$ cat src/rtl/sram_ctrl_pkg.sv
package sram_ctrl_pkg;
  typedef enum logic [2:0] {
    ST_IDLE,
    ST_RD,
    ST_WSET,
    ST_WPUL,
    ST_WREC
  } st_e;

  function automatic int unsigned max2(input int unsigned a, input int unsigned b);
    return (a > b) ? a : b;
  endfunction
endpackage

$ cat src/rtl/sram_ctrl_timer.sv
module sram_ctrl_timer #(
  parameter int unsigned CW = 2
) (
  input  logic          clk_i,
  input  logic          rst_ni,
  input  logic          load_i,
  input  logic [CW-1:0] load_val_i,
  output logic          last_o
);
  logic [CW-1:0] cnt_q;

  always_ff @(posedge clk_i or negedge rst_ni) begin
    if (!rst_ni)            cnt_q <= '0;
    else if (load_i)        cnt_q <= load_val_i;
    else if (cnt_q != '0)   cnt_q <= cnt_q - 1'b1;
  end

  assign last_o = (cnt_q == '0);
endmodule

$ cat src/rtl/sram_ctrl_fsm.sv
module sram_ctrl_fsm
  import sram_ctrl_pkg::*;
#(
  parameter int unsigned CW     = 2,
  parameter int unsigned RD_CYC = 2,
  parameter int unsigned WR_LEN = 2
) (
  input  logic          clk_i,
  input  logic          rst_ni,
  input  logic          req_i,
  input  logic          we_i,
  input  logic          last_i,
  output st_e           state_o,
  output logic          load_o,
  output logic [CW-1:0] load_val_o,
  output logic          accept_o,
  output logic          capture_o,
  output logic          done_o
);
  st_e  state_q, state_d;
  logic done_q, done_d;

  always_comb begin
    state_d    = state_q;
    load_o     = 1'b0;
    load_val_o = CW'(RD_CYC - 1);
    accept_o   = 1'b0;
    capture_o  = 1'b0;
    done_d     = 1'b0;
    unique case (state_q)
      ST_IDLE: if (req_i) begin
        accept_o = 1'b1;
        if (we_i) state_d = ST_WSET;
        else begin
          state_d = ST_RD;
          load_o  = 1'b1;
        end
      end
      ST_RD: if (last_i) begin
        capture_o = 1'b1;
        done_d    = 1'b1;
        state_d   = ST_IDLE;
      end
      ST_WSET: begin
        load_o     = 1'b1;
        load_val_o = CW'(WR_LEN - 1);
        state_d    = ST_WPUL;
      end
      ST_WPUL: if (last_i) state_d = ST_WREC;
      ST_WREC: begin
        done_d  = 1'b1;
        state_d = ST_IDLE;
      end
      default: state_d = ST_IDLE;
    endcase
  end

  always_ff @(posedge clk_i or negedge rst_ni) begin
    if (!rst_ni) begin
      state_q <= ST_IDLE;
      done_q  <= 1'b0;
    end else begin
      state_q <= state_d;
      done_q  <= done_d;
    end
  end

  assign state_o = state_q;
  assign done_o  = done_q;

  AST_DONE_ONE_CYCLE: assert property (@(posedge clk_i) disable iff (!rst_ni)
    done_q |=> !done_q);
  AST_DONE_AT_IDLE: assert property (@(posedge clk_i) disable iff (!rst_ni)
    done_q |-> state_q == ST_IDLE);
endmodule

$ cat src/rtl/sram_ctrl_datapath.sv
module sram_ctrl_datapath #(
  parameter int unsigned ADDR_W = 12,
  parameter int unsigned DATA_W = 4
) (
  input  logic              clk_i,
  input  logic              rst_ni,
  input  logic              accept_i,
  input  logic              capture_i,
  input  logic [ADDR_W-1:0] addr_i,
  input  logic [DATA_W-1:0] wdata_i,
  input  logic [DATA_W-1:0] mem_dq_i,
  output logic [ADDR_W-1:0] mem_addr_o,
  output logic [DATA_W-1:0] mem_dq_o,
  output logic [DATA_W-1:0] rdata_o
);
  logic [ADDR_W-1:0] addr_q;
  logic [DATA_W-1:0] wdata_q, rdata_q;

  always_ff @(posedge clk_i or negedge rst_ni) begin
    if (!rst_ni) begin
      addr_q  <= '0;
      wdata_q <= '0;
    end else if (accept_i) begin
      addr_q  <= addr_i;
      wdata_q <= wdata_i;
    end
  end

  always_ff @(posedge clk_i or negedge rst_ni) begin
    if (!rst_ni)        rdata_q <= '0;
    else if (capture_i) rdata_q <= mem_dq_i;
  end

  assign mem_addr_o = addr_q;
  assign mem_dq_o   = wdata_q;
  assign rdata_o    = rdata_q;
endmodule

$ cat src/rtl/sram_ctrl.sv
module sram_ctrl
  import sram_ctrl_pkg::*;
#(
  parameter int unsigned ADDR_W = 12,
  parameter int unsigned DATA_W = 4,
  parameter int unsigned RD_CYC = 2,
  parameter int unsigned WP_CYC = 2,
  parameter int unsigned DS_CYC = 1
) (
  input  logic              clk_i,
  input  logic              rst_ni,
  input  logic              req_i,
  input  logic              we_i,
  input  logic [ADDR_W-1:0] addr_i,
  input  logic [DATA_W-1:0] wdata_i,
  output logic              busy_o,
  output logic              done_o,
  output logic [DATA_W-1:0] rdata_o,
  output logic [ADDR_W-1:0] mem_addr_o,
  output logic              mem_ce_no,
  output logic              mem_we_no,
  output logic              mem_oe_no,
  output logic [DATA_W-1:0] mem_dq_o,
  output logic              mem_dq_oe_o,
  input  logic [DATA_W-1:0] mem_dq_i
);
  // write pulse covers data setup, so it is the longer of the two
  localparam int unsigned WR_LEN  = max2(WP_CYC, DS_CYC);
  localparam int unsigned CNT_MAX = max2(RD_CYC, WR_LEN);
  localparam int unsigned CW      = $clog2(CNT_MAX + 1);

  st_e           state;
  logic          load, last, accept, capture;
  logic [CW-1:0] load_val;

  sram_ctrl_timer #(.CW(CW)) timer_i (
    .clk_i      (clk_i),
    .rst_ni     (rst_ni),
    .load_i     (load),
    .load_val_i (load_val),
    .last_o     (last)
  );

  sram_ctrl_fsm #(.CW(CW), .RD_CYC(RD_CYC), .WR_LEN(WR_LEN)) fsm_i (
    .clk_i      (clk_i),
    .rst_ni     (rst_ni),
    .req_i      (req_i),
    .we_i       (we_i),
    .last_i     (last),
    .state_o    (state),
    .load_o     (load),
    .load_val_o (load_val),
    .accept_o   (accept),
    .capture_o  (capture),
    .done_o     (done_o)
  );

  sram_ctrl_datapath #(.ADDR_W(ADDR_W), .DATA_W(DATA_W)) dp_i (
    .clk_i      (clk_i),
    .rst_ni     (rst_ni),
    .accept_i   (accept),
    .capture_i  (capture),
    .addr_i     (addr_i),
    .wdata_i    (wdata_i),
    .mem_dq_i   (mem_dq_i),
    .mem_addr_o (mem_addr_o),
    .mem_dq_o   (mem_dq_o),
    .rdata_o    (rdata_o)
  );

  assign busy_o      = (state != ST_IDLE);
  assign mem_ce_no   = (state == ST_IDLE);
  assign mem_we_no   = (state != ST_WPUL);
  assign mem_oe_no   = (state != ST_RD);
  assign mem_dq_oe_o = (state == ST_WPUL);

  AST_IDLE_QUIET: assert property (@(posedge clk_i) disable iff (!rst_ni)
    !busy_o |-> (mem_ce_no && mem_we_no && !mem_dq_oe_o));
  AST_ADDR_STABLE: assert property (@(posedge clk_i) disable iff (!rst_ni)
    (!mem_ce_no && $past(!mem_ce_no)) |-> $stable(mem_addr_o));
  AST_WE_AFTER_SETUP: assert property (@(posedge clk_i) disable iff (!rst_ni)
    $fell(mem_we_no) |-> ($past(!mem_ce_no) && $past(mem_we_no)));
  AST_BUS_IN_PULSE: assert property (@(posedge clk_i) disable iff (!rst_ni)
    mem_dq_oe_o |-> !mem_we_no);
  AST_NO_CONTENTION: assert property (@(posedge clk_i) disable iff (!rst_ni)
    !(mem_dq_oe_o && !mem_oe_no));
  AST_TURNAROUND: assert property (@(posedge clk_i) disable iff (!rst_ni)
    $rose(mem_dq_oe_o) |-> $past(mem_oe_no));
endmodule

$ cat config.mk
export PLATFORM = sky130hd
export DESIGN_NAME = sram_ctrl
export DESIGN_NICKNAME = d
export VERILOG_FILES = /design/src/rtl/sram_ctrl_pkg.sv /design/src/rtl/sram_ctrl_timer.sv /design/src/rtl/sram_ctrl_fsm.sv /design/src/rtl/sram_ctrl_datapath.sv /design/src/rtl/sram_ctrl.sv
export SDC_FILE = /design/constraint.sdc
export NUM_CORES = 1
export LEC_CHECK = 0
export CORE_UTILIZATION = 44
export CTS_BUF_LIST = sky130_fd_sc_hd__clkbuf_16
export DETAILED_ROUTE_END_ITERATION = 7
export DONT_BUFFER_PORTS = 1
export GPL_ROUTABILITY_DRIVEN = 0
export PLACE_DENSITY = 0.69
export SYNTH_ARGS = -nofsm -noshare
export SYNTH_HDL_FRONTEND = slang
export SYNTH_SLANG_ARGS = --single-unit
export TNS_END_PERCENT = 10
$ cat constraint.sdc
create_clock -name clk_i -period 1.6 [get_ports clk_i]
set_input_delay 0.32 -clock clk_i [delete_from_list [all_inputs] [get_ports clk_i]]
set_output_delay 0.32 -clock clk_i [all_outputs]
set_load 0.02 [all_outputs]
==> impl_metrics.csv <==
group,metric,value,unit
floorplan,dieArea,2740,µm²
floorplan,floorplan.rows,17,
yosys,synth_area_per_cell,14.1,µm²
setup_path,crit_fanout,6,
clock_network,htree_levels,1,
global_route,grt_pass1_wl,2650,µm
layout,stdcell_area,1290,µm²
layout,fin_nets,111,
timing,period_share,97.1,%
clock_network,clockBufferDepth,2,
layout,layout-drive-gt1-share,37.6,%
route,via_per_inst,5.35,
timing,fin_crit,1.55,ns
job,cap_violations,0,
yosys,yosys_warnings,0,
global_route,first_global_vias,586,
timing,fin_skew,0.00250,ns
outcome,status,"finished, final reports clean",
clock_network,clk_pin_slew,0.06,ns
timing,rsz0062_at_grt,"no",
timing,drv_slew,0,
pwr,p_leak,0.595,nW
yosys,synth_nets,104,
hold_path,hp-class,"in2reg",
route,avgRoutedWirePerCell,15.4,µm
clock_network,numCtsBuffers,3,
setup_path,cp.arrival,1.23,ns
timing,fmax,644,MHz
place,portBuffers,0,
setup_path,crit_start,"fsm_i.state_o[2]$_DFFE_PN0P_",
place,placed_cells,107,
yosys,yosys_most_used_dff,"dfrtp_1",
setup_path,cp-endpoint,"busy_o",
timing,worstMarginPinSlew,0.363,ns
layout,instances_no_fill,113,
setup_path,r2r_start,"fsm_i.state_o[2]$_DFFE_PN0P_",
route,drc,0,
global_route,grt_max_degree,27,
setup_path,reg2reg_to,"dp_i.mem_addr_o[1]$_DFFE_PN0P_",
route,vias,605,
place,place_area,1140,µm²
floorplan,fp.dieW,52.4,µm
setup_path,start_kind,"register",
yosys,syn_area,1120,µm²
timing,finalSetupViolations,0,
setup_path,path_class,"reg2out",
setup_path,r2r_cells,3,
setup_path,cp-end-kind,"output pin",
clock_network,clock_latency,0.25,ns
pwr,power.density,2540,nW/µm²
yosys,syn_inst,79,
yosys,synth_edf_count,0,
route,ant_nets,0,
place,dp_hpwl,1210,µm
route,drtPass1Iterations,4,
timing,finalHoldViolations,0,
yosys,ys_types,20,
yosys,synth_top_area_share,58.2,%
yosys,yosys_register_bits,26,
floorplan,core_area,2300,µm²
clock_network,clock-sinks,26,
layout,finish.utilization,56.0,%
route,first_iter_violations,4,
clock_network,root_buffer,"clkbuf_16",
yosys,yosysMostFrequentCell,"dfrtp_1",
global_route,grt_overflow,0,
clock_network,cts_tree,"done",
yosys,synth_commonest_cells,"dfrtp_1 (26), mux2_2 (10), mux2_4 (10)",
setup_path,r2r_slack,0.09,ns
yosys,ys_seq_area_share,58.2,%
global_route,antenna_found_initial,0,
yosys,synthTopCellsByArea,"dfrtp_1 (58%), mux2_4 (13%), mux2_2 (10%), inv_1 (2.0%), buf_12 (1.8%)",
hold_path,min_delay_path_depth,1,
setup_path,required,1.28,ns
floorplan,start_util,48.6,%
layout,insertedDiodeCount,0,
layout,syn_to_final_growth,15.1,%
pwr,ir_drop,1.64,mV
floorplan,die_h,52.4,µm
global_route,track_usage,13.6,%
yosys,async_flop_share,100,%
floorplan,io_pins,50,
pwr,finalPower,3.27,mW
yosys,yosys.area.top_type,"dfrtp_1",
route,wl,1740,µm
timing,finalSetupTns,0,ns
timing,slew_headroom,75.5,%
## sequential cells by signal, indices dropped and copies added, names as in the netlist
register and count:
dp_i.rdata_o 4, fsm_i.done_o 1, dp_i.mem_addr_o 12, timer_i.cnt_q 2, dp_i.mem_dq_o 4, fsm_i.state_o 3
## how the worst min path moves through the flow
stage / startpoint / to / slack (ns)
2_1_floorplan: rst_ni / dp_i.mem_addr_o[0]$_DFFE_PN0P_ / 0.02
4_1_cts: addr_i[2] / dp_i.mem_addr_o[2]$_DFFE_PN0P_ / 0.20
3_3_place_gp: rst_ni / dp_i.mem_addr_o[6]$_DFFE_PN0P_ / 0.02
3_5_place_dp: rst_ni / dp_i.mem_addr_o[6]$_DFFE_PN0P_ / 0.02
6_report: addr_i[2] / dp_i.mem_addr_o[2]$_DFFE_PN0P_ / 0.21
5_1_grt: addr_i[5] / dp_i.mem_addr_o[5]$_DFFE_PN0P_ / 0.20
## routing by layer
metal / track usage, % / vias to the layer above / wire length (µm)
met5: 0 / - / 0
met4: 3.95 / 0 / 0
met3: 6.09 / 0 / 221
met2: 21.5 / 33 / 808
met1: 16.5 / 296 / 704
li1: - / 276 / -
## cell families (layout without fill, tap and decap cells)
| logic type | count (synthesis) | after routing | synth area share (%) |
|---|---|---|---|
| flip-flops | 26 | 26 | 58.2 |
| XOR/XNOR | 1 | 1 | 0.784 |
| buffers and inverters | 9 | 15 | 5.49 |
| AO/OA/AOI/OAI | 6 | 6 | 3.02 |
| AND/OR/NAND/NOR | 16 | 16 | 7.84 |
| multiplexers | 20 | 20 | 23.5 |
| adder cells (fa/ha/maj) | 1 | 1 | 1.12 |
## repair_timing
item / 4_1_cts / 5_1_grt
buffers inserted: 0 / 0
gates resized for setup: 2 / 1
hold buffers: 2 / 0
pin swaps: 0 / 0
hold endpoints to repair: 26 / 0
setup endpoints to repair: 2 / 2
## per-stage QoR
stage | hold slack (ns) | worst slack [ns]
6_report | 0.209 | 0.0464
5_1_grt | 0.195 | 0.00711
4_1_cts | 0.204 | 0.0197
3_5_place_dp | 0.0250 | 0.121
3_3_place_gp | 0.0249 | 0.162
2_1_floorplan | 0.0244 | -0.00833
## final cells by class
class                      count  area, µm²
tap                           28       35.0
inverter                       6       22.5
fill                         190       1010
timing repair buffer           5       52.6
clock inverter                 1       30.0
multi-input combinational     44        419
sequential                    26        652
clock buffer                   3       75.1
## worst max-delay path, cell delays in order (launching register included)
cell	delay [ns]
dfrtp_1	0.47
nor3_4	0.22
buf_4	0.17
inv_1	0.11
## power breakdown
part	total (mW)	switching (mW)	internal [mW]	leakage [nW]
Clock	0.709	0.212	0.497	0.0511
Sequential	1.59	0.600	0.991	0.311
Combinational	0.968	0.417	0.552	0.232
## placed cells by master, fill, tap and decap left out
cell | netlist | routed
and3_1 | 1 | 1
mux2_4 | 10 | 10
buf_12 | 1 | 1
nor3_4 | 0 | 1
nor2_1 | 5 | 5
nand2_1 | 3 | 3
nor2b_1 | 2 | 1
and2_1 | 2 | 2
buf_4 | 0 | 3
mux2_2 | 10 | 10
and2_4 | 1 | 1
xor2_1 | 1 | 1
bufinv_16 | 0 | 1
clkbuf_16 | 0 | 3
dlygate4sd3_1 | 0 | 1
and2b_1 | 1 | 1
dfrtp_1 | 26 | 25
a21oi_1 | 2 | 2
a2bb2oi_1 | 1 | 1
inv_1 | 6 | 6
dfrtp_2 | 0 | 1
o21ai_0 | 3 | 3
nor2b_4 | 0 | 1
ha_1 | 1 | 1
Power figures use the tool's default switching activity.
